--- src/rtl/mg_adder_pkg.sv ---
package mg_adder_pkg;

    // Three-input majority: the only logic primitive besides the inverter.
    function automatic logic maj3(input logic x, input logic y, input logic z);
        return (x & y) | (y & z) | (x & z);
    endfunction

    // AND realised as a majority gate with one input held low.
    function automatic logic mg_and(input logic x, input logic y);
        return maj3(x, y, 1'b0);
    endfunction

    // OR realised as a majority gate with one input held high.
    function automatic logic mg_or(input logic x, input logic y);
        return maj3(x, y, 1'b1);
    endfunction

    // Sum bit from carry in, carry out and operands: M(~co, ci, M(x, y, ~ci)).
    function automatic logic mg_sum(input logic x, input logic y,
                                    input logic ci, input logic co);
        return maj3(~co, ci, maj3(x, y, ~ci));
    endfunction

endpackage

--- src/rtl/mg_lsb_module.sv ---
// Least significant two-bit module: carry in is known to be zero, so bit 0
// needs neither a propagate term nor a carry majority.
module mg_lsb_module
    import mg_adder_pkg::*;
(
    input  logic [1:0] op_a,
    input  logic [1:0] op_b,
    output logic [1:0] part_sum,
    output logic       carry_out
);
    logic gen0;
    logic gen1;
    logic prop1;
    logic c1;

    always_comb begin
        gen0      = mg_and(op_a[0], op_b[0]);
        gen1      = mg_and(op_a[1], op_b[1]);
        prop1     = mg_or(op_a[1], op_b[1]);
        c1        = gen0;
        carry_out = maj3(prop1, gen1, c1);
        part_sum[0] = mg_sum(op_a[0], op_b[0], 1'b0, c1);
        part_sum[1] = mg_sum(op_a[1], op_b[1], c1, carry_out);
    end
endmodule

--- src/rtl/mg_two_bit_module.sv ---
// General two-bit module. The group generate/propagate pair is formed from
// the operands alone, so one majority gate sits between carry_in and carry_out.
module mg_two_bit_module
    import mg_adder_pkg::*;
(
    input  logic [1:0] op_a,
    input  logic [1:0] op_b,
    input  logic       carry_in,
    output logic [1:0] part_sum,
    output logic       carry_out
);
    logic gen0, gen1, prop0, prop1;
    logic grp_gen, grp_prop, grp_kill_n;
    logic c_mid;

    always_comb begin
        gen0  = mg_and(op_a[0], op_b[0]);
        gen1  = mg_and(op_a[1], op_b[1]);
        prop0 = mg_or(op_a[0], op_b[0]);
        prop1 = mg_or(op_a[1], op_b[1]);
        // group terms: off the carry path
        grp_gen    = mg_or(gen1, mg_and(prop1, gen0));
        grp_prop   = mg_and(prop1, prop0);
        grp_kill_n = mg_or(grp_gen, grp_prop);
        // M(G, G|P, c) = G + P.c
        carry_out  = maj3(grp_gen, grp_kill_n, carry_in);
        c_mid      = maj3(prop0, gen0, carry_in);
        part_sum[0] = mg_sum(op_a[0], op_b[0], carry_in, c_mid);
        part_sum[1] = mg_sum(op_a[1], op_b[1], c_mid, carry_out);
    end
endmodule

--- src/rtl/mg_adder.sv ---
module mg_adder #(
    parameter int N          = 64,
    parameter bit PIPELINED  = 1'b1,
    parameter int GROUP_MODS = 8
) (
    input  logic         clk,
    input  logic         rst_n,
    input  logic         in_valid,
    input  logic [N-1:0] a,
    input  logic [N-1:0] b,
    output logic         out_valid,
    output logic [N-1:0] sum,
    output logic         cout
);
    localparam int NMOD  = N / 2;
    localparam int NG    = (NMOD + GROUP_MODS - 1) / GROUP_MODS;
    localparam int NREG  = (NG > 1) ? NG - 1 : 1;
    localparam int GBITS = 2 * GROUP_MODS;

    if ((N % 2) != 0 || N < 4) begin : g_bad_width
        $error("mg_adder: N must be even and at least 4");
    end
    if (GROUP_MODS < 1) begin : g_bad_group
        $error("mg_adder: GROUP_MODS must be at least 1");
    end

    typedef struct packed {
        logic         valid;
        logic [N-1:0] a;
        logic [N-1:0] b;
        logic [N-1:0] sum;
        logic         carry;
    } zone_t;

    // bits of the sum formed by zone g
    function automatic logic [N-1:0] zone_mask(input int g);
        logic [N-1:0] m;
        m = '0;
        for (int i = 0; i < N; i++) begin
            if (i >= g * GBITS && i < (g + 1) * GBITS) m[i] = 1'b1;
        end
        return m;
    endfunction

    zone_t        st_in  [NG];
    zone_t        zone_d [NREG];
    zone_t        zone_q [NREG];
    logic [N-1:0] mod_sum;
    logic [NMOD:1] mod_c;

    assign st_in[0] = '{valid: in_valid, a: a, b: b, sum: '0, carry: 1'b0};

    // ---------------- two-bit module cascade ----------------
    for (genvar m = 0; m < NMOD; m++) begin : g_mod
        localparam int G = m / GROUP_MODS;
        if (m == 0) begin : g_lsb
            mg_lsb_module u_lsb (
                .op_a      (st_in[G].a[1:0]),
                .op_b      (st_in[G].b[1:0]),
                .part_sum  (mod_sum[1:0]),
                .carry_out (mod_c[1])
            );
        end else begin : g_mid
            logic cin_w;
            if ((m % GROUP_MODS) == 0) begin : g_zone_entry
                assign cin_w = st_in[G].carry;
            end else begin : g_chain
                assign cin_w = mod_c[m];
            end
            mg_two_bit_module u_mod (
                .op_a      (st_in[G].a[2*m+1:2*m]),
                .op_b      (st_in[G].b[2*m+1:2*m]),
                .carry_in  (cin_w),
                .part_sum  (mod_sum[2*m+1:2*m]),
                .carry_out (mod_c[m+1])
            );
        end
    end

    // ---------------- next zone records ----------------
    always_comb begin
        for (int g = 0; g < NREG; g++) begin
            zone_d[g] = '0;
        end
        for (int g = 0; g < NG - 1; g++) begin
            zone_d[g]       = st_in[g];
            zone_d[g].sum   = (st_in[g].sum & ~zone_mask(g)) | (mod_sum & zone_mask(g));
            zone_d[g].carry = mod_c[(g + 1) * GROUP_MODS];
        end
    end

    // ---------------- zone boundaries ----------------
    if (PIPELINED && NG > 1) begin : g_zoned
        always_ff @(posedge clk or negedge rst_n) begin
            if (!rst_n) begin
                for (int g = 0; g < NREG; g++) zone_q[g] <= '0;
            end else begin
                for (int g = 0; g < NREG; g++) zone_q[g] <= zone_d[g];
            end
        end
        for (genvar g = 1; g < NG; g++) begin : g_link
            assign st_in[g] = zone_q[g-1];
        end
    end else begin : g_flat
        always_comb begin
            for (int g = 0; g < NREG; g++) zone_q[g] = zone_d[g];
        end
        for (genvar g = 1; g < NG; g++) begin : g_link
            assign st_in[g] = zone_d[g-1];
        end
    end

    // ---------------- final zone drives the outputs ----------------
    assign out_valid = st_in[NG-1].valid;
    assign sum       = (st_in[NG-1].sum & ~zone_mask(NG - 1)) | (mod_sum & zone_mask(NG - 1));
    assign cout      = mod_c[NMOD];

endmodule

--- config.mk ---
export PLATFORM = sky130hd
export DESIGN_NAME = mg_adder
export DESIGN_NICKNAME = d
export VERILOG_FILES = /design/src/rtl/mg_adder_pkg.sv /design/src/rtl/mg_lsb_module.sv /design/src/rtl/mg_two_bit_module.sv /design/src/rtl/mg_adder.sv
export SDC_FILE = /design/constraint.sdc
export NUM_CORES = 1
export LEC_CHECK = 0
export BUFFER_PORTS_ARGS = -buffer_cell sky130_fd_sc_hd__buf_2
export CORE_AREA = 2 2 157 144
export DETAILED_ROUTE_END_ITERATION = 10
export DIE_AREA = 0 0 159 146
export GPL_ROUTABILITY_DRIVEN = 1
export PLACE_DENSITY = 0.74
export SETUP_SLACK_MARGIN = 0.1
export SYNTH_ARGS = -nofsm -noshare
export SYNTH_HDL_FRONTEND = slang
export SYNTH_SLANG_ARGS = --single-unit
export TNS_END_PERCENT = 10
--- constraint.sdc ---
create_clock -name clk -period 9.2 [get_ports clk]
set_input_delay 0.92 -clock clk [delete_from_list [all_inputs] [get_ports clk]]
set_output_delay 0.92 -clock clk [all_outputs]
set_load 0.01 [all_outputs]
* Yosys cells after proc, flatten, opt, wreduce, memory -nomap -nowiden
Cells that the tools add are included.
Storage, ports and cells: register bits 486, latch bits 0, memory bits (writable) 0, memory bits (read-only) 0, input bits 131, output and inout bits 66, word-level logic and storage cells 1408, memories 0
Cells by class: $add $sub $neg 0, multipliers 0, div/mod/pow operators 0, order comparisons 0, eq/ne operators 0, shifts and indexed selects 0, mux-type cells 0, bitwise gates (word level) 1393, reductions and logical operators 0
Operators by type and width (count):
- $and 1x1->1 | 693
- $or 1x1->1 | 630
- $not 1->1 | 67
- $or 48x64->64 | 1
- $or 32x48->48 | 1
- $or 16x32->32 | 1

* Logic depth before layout (Yosys ltp)
depth in word-level cells 42, gate-level depth with buffers 13, depth with buffers taken out 13

* By module
Synthesis repeated with hierarchy kept, for this count alone.
Second synthesis, totals: cells, all modules 626, area, all modules 10647.7 um^2
Modules (own cells, without submodules):
- mg_adder | times used 1, cells each 342, area an instance 7717.4 um^2, sequential area each 7357.1 um^2
- mg_two_bit_module | times used 31, cells each 9, area an instance 92.6 um^2, sequential area each 0.0 um^2
- mg_lsb_module | times used 1, cells each 5, area an instance 60.1 um^2, sequential area each 0.0 um^2

* Worst setup path after synthesis
OpenSTA, ideal clock, no wires.
path kind register -> output, start point reg st_in[119] (netlist name), end point out sum[63], data arrival time 3.249 ns, data required time 8.280 ns, path slack 5.031 ns, stages on the path, launching flop included 12, path buffers 0, path through dfrtp_1 o22ai_1 a211oi_1 a32o_1 o41ai_2 a31oi_1 maj3_2 maj3_2 maj3_2 fa_1 mux2i_1 o21ai_0
Between the ends: longest elaborated chain between the ends 31, elaborated cells between the ends (all ways) 48, those cells by class 48 x bitwise
Ends and longest elaborated chain:
- $and 1x1->1 (3 in series) | line mg_adder_pkg.sv:5 | return (x & y) | (y & z) | (x & z);
- $or 1x1->1 (2 in series) | line mg_adder_pkg.sv:5
- $and 1x1->1 | line mg_adder_pkg.sv:5
- $or 1x1->1 (2 in series) | line mg_adder_pkg.sv:5
- $and 1x1->1 | line mg_adder_pkg.sv:5
- $or 1x1->1 | line mg_adder_pkg.sv:5
- $or 1x1->1 * | line mg_adder_pkg.sv:5
- $and 1x1->1 | line mg_adder_pkg.sv:5
- [... 9 more ...]
- $or 1x1->1 (2 in series) | line mg_adder_pkg.sv:5
- $not 1->1 | line mg_adder_pkg.sv:21 | return maj3(~co, ci, maj3(x, y, ~ci));
- $and 1x1->1 | line mg_adder_pkg.sv:5
- $or 1x1->1 (2 in series) | line mg_adder_pkg.sv:5
- $and 1x1->1 | line mg_adder_pkg.sv:5
- $or 1x1->1 | line mg_adder_pkg.sv:5
- $or 1x1->1 * | line mg_adder_pkg.sv:5
- $or 48x64->64 * | line mg_adder.sv:115 | assign sum = (st_in[NG-1].sum & ~zone_mask(NG - 1)) | (mod_sum & zone_mask(NG - 1));
- end, declared | line mg_adder.sv:12 | output logic [N-1:0] sum,
Every way passes the cells marked *; elsewhere a longest branch is shown, timed or not.

* Final worst setup path
start point reg st_in[119] (netlist name), end point out sum[63]
Between the ends: longest elaborated chain between the ends 31, elaborated cells between the ends (all ways) 48, those cells by class 48 x bitwise
Ends and longest elaborated chain (line):
- $and 1x1->1 (3 in series) | mg_adder_pkg.sv:5
- $or 1x1->1 (2 in series) | mg_adder_pkg.sv:5
- $and 1x1->1 | mg_adder_pkg.sv:5
- $or 1x1->1 (2 in series) | mg_adder_pkg.sv:5
- $and 1x1->1 | mg_adder_pkg.sv:5
- $or 1x1->1 | mg_adder_pkg.sv:5
- $or 1x1->1 * | mg_adder_pkg.sv:5
- $and 1x1->1 | mg_adder_pkg.sv:5
- [... 9 more ...]
- $or 1x1->1 (2 in series) | mg_adder_pkg.sv:5
- $not 1->1 | mg_adder_pkg.sv:21
- $and 1x1->1 | mg_adder_pkg.sv:5
- $or 1x1->1 (2 in series) | mg_adder_pkg.sv:5
- $and 1x1->1 | mg_adder_pkg.sv:5
- $or 1x1->1 | mg_adder_pkg.sv:5
- $or 1x1->1 * | mg_adder_pkg.sv:5
- $or 48x64->64 * | mg_adder.sv:115
Marked as above.

==> results.toml <==
[cts]
htreeDepth = 1
postCtsHoldBufs = 0
clkTransAtPathRegs_ns = 0.06
cts_tree = "done"
root_buffer = "clkbuf_16"
clkLatencyLatePin_ns = 0.53
cts_setup_buffers = 0
postCtsResizedCells = 0
cts.sinks = 294
max-clock-path-buffers = 3
cts_buffers = 29

[critical_path]
cp.required_ns = 8.28
crit_arrival_ns = 4.17
cpMostUsedCell = "maj3_2"
path_delay_family = "adder cells"
crit_path_start_kind = "flop"
critical_path.cell_chain = "o22ai_1 -> a211oi_1 -> a32o_1 -> o41ai_2 -> a31oi_1 -> maj3_2 -> maj3_2 -> maj3_2 -> fa_1 -> mux2i_1 -> o21ai_0 -> buf_2"
worst_path_max_delay_cell = "dfrtp_1"
crit_buf_inv = 1
endpoint_kind = "output pin"
path_max_fanout = 5
path_class = "reg2out"
cpPeakStageDelay_ns = 0.43

[power_and_ir_drop]
p_int_mw = 2.210
clkPwrFrac_pct = 39.0
ir_drop_mv = 0.1159
switchingPower_mw = 0.6979
p_leak_nw = 6.216
p_comb_share_pct = 10.5
switching_share_pct = 24.00
p_seq_share_pct = 50.5
power_density_mw_per_mm2 = 222.9

[floorplanning]
die_area_sq_mm = 0.02321
core_region_area_sq_mm = 0.02144
initial_core_util_pct = 51.73
die_x_um = 159
io-pin-count = 197
num_rows = 51
die_height_um = 146

[global_routing]
grt_overflow = 0
grt_max_degree = 137
grt_pass1_vias = 6363
grt_pass1_wl_mm = 31.31
grtUsageTotal_pct = 16.61
antenna_found_initial = 4

[synth]
synthTopCellsByArea = "dfrtp_1 (66%), fa_1 (11%), buf_4 (3.2%)"
synth_flop_cell = "dfrtp_1"
synth_edf_count = 0
syn_area_per_cell_sq_um = 14.22
synth_seq_area_share_pct = 66.34
synth_cell_types = 50
ys_warn_count = 0
synth-seq-cells = 294
yosys.area.top_type = "dfrtp_1"
synthArstFlopShare_pct = 100.0
yosysTopAreaCellShare_pct = 66.34
syn_area_sq_mm = 0.01109
synthCells = 780
syn-num-nets = 975

[final_layout]
regArea_sq_mm = 0.007357
multi_input_area_sq_mm = 0.003080
n_fill_cell = 1673
stdcell_count = 1275
area_delta_synth_final_pct = 17.63
drive_gt1_share_pct = 26.88
final_cell_mix = "dfrtp_1 (294), buf_2 (195), inv_1 (77)"
final_nets = 1155
utilization_pct = 60.85
final_common_cell = "dfrtp_1"

[placement]
place_ws_ns = 4.669
place_inst = 1220
hpwl_mm = 13.42
place_congestion = 0.8402
port_buffers = 196

[timing]
final.setup_skew_ns = 0.01090
tightest_slew_ns = 0.9974
slew_headroom_pct = 33.50
setup_viol = 0
timing.final.ws_setup_ns = 4.105
hold_viol = 0
period_share_pct = 55.38
drv_slew = 0
rsz0062_at_grt = "false"
fmax_ghz = 0.1963
setup_tns_ns = 0
period_minus_slack_ns = 5.095
whs_ns = 0.3423

[routing]
ant_nets = 0
initialDrtViolationCount = 319
drt_first_pass_iters = 4
viasPerCell = 4.718
wl_per_cell_um = 14.56
drcViolationCount = 0
wirelength_mm = 18.56
num_vias = 6015

[flow_run]
cap_violations = 0

[min_path]
hold_class = "reg2reg"

[outcome]
outcome = "finished, final reports clean"
-- cells in the mapped netlist, types with 4 or more instances --
cell type and number:
xnor2_1 15, a211oi_1 5, and2_1 8, a22oi_1 6, o221ai_1 5, a21oi_1 37, a31oi_1 8, xor2_1 4
dfrtp_1 294, maj3_1 11, nor3_1 4, and3_1 4, fa_1 63, nand3_1 4, o22ai_1 10, a221o_1 4
inv_1 77, o31ai_1 5, nand2_1 53, nor2_1 39, o21ai_0 30, buf_4 48, maj3_2 6
-- flip-flops by register name, indices dropped and copies added (netlist names) --
name,count
g_mod.g_mid.cin_w,3
st_in,290
out_valid,1
-- layer usage --
layer / routed length (um) / GRT usage, % / part of all wire, %
met1: 7520 / 21.45 / 41
met2: 9316 / 28.04 / 50
met3: 1233 / 4.446 / 6.6
met4: 476 / 4.636 / 2.6
met5: 13 / 0 / 0.070
-- logic make-up (layout without fill, tap and decap cells) --
family	count (synthesis)	count (layout)	synth area share, %
adder cells (fa/ha/maj)	81	81	13.09
AND/OR/NAND/NOR	121	121	4.727
multiplexers	5	5	0.4738
flip-flops	294	294	66.34
other	0	2	0
AO/OA/AOI/OAI	134	134	7.988
XOR/XNOR	19	19	1.500
buffers and inverters	126	328	5.889
-- cell type report --
type                       count  share of cell area, %
multi-input combinational    360                  23.61
antenna                        2                0.03836
timing repair buffer         198                  7.711
inverter                      77                  2.215
sequential                   294                  56.39
clock inverter                10                 0.6617
clock buffer                  43                  6.579
tap                          291                  2.791
-- through the flow --
stage | area, sq um | power, mW
floorplan | 11090 | 1.694
global placement | 12100 | 1.784
detailed placement | 12100 | 1.802
CTS | 13040 | 2.950
global route | 13040 | 3.054
finish | 13050 | 2.908
-- path summary, 6_finish.rpt --
kind | cells past startpoint | slack, ns | from | to
setup / recovery | 12 | 4.11 | st_in[119] | sum[63]
hold / removal | 0 | 0.34 | st_in[505] | st_in[311]
setup reg to reg | 12 | 5.71 | st_in[533] | st_in[220]
hold reg to reg | 0 | 0.34 | st_in[505] | st_in[311]
max in group asynchronous | 2 | 7.20 | rst_n | st_in[395]
min in group asynchronous | 1 | 0.46 | rst_n | st_in[390]
-- power groups by stage --
stage / Combinational [mW] / Sequential, mW / Clock, mW
6_report: 0.306 / 1.47 / 1.13
5_1_grt: 0.347 / 1.48 / 1.22
4_1_cts: 0.312 / 1.47 / 1.17
3_5_place_dp: 0.310 / 1.49 / 0
3_3_place_gp: 0.300 / 1.48 / 0
2_1_floorplan: 0.217 / 1.48 / 0
Power figures use the tool's default switching activity.
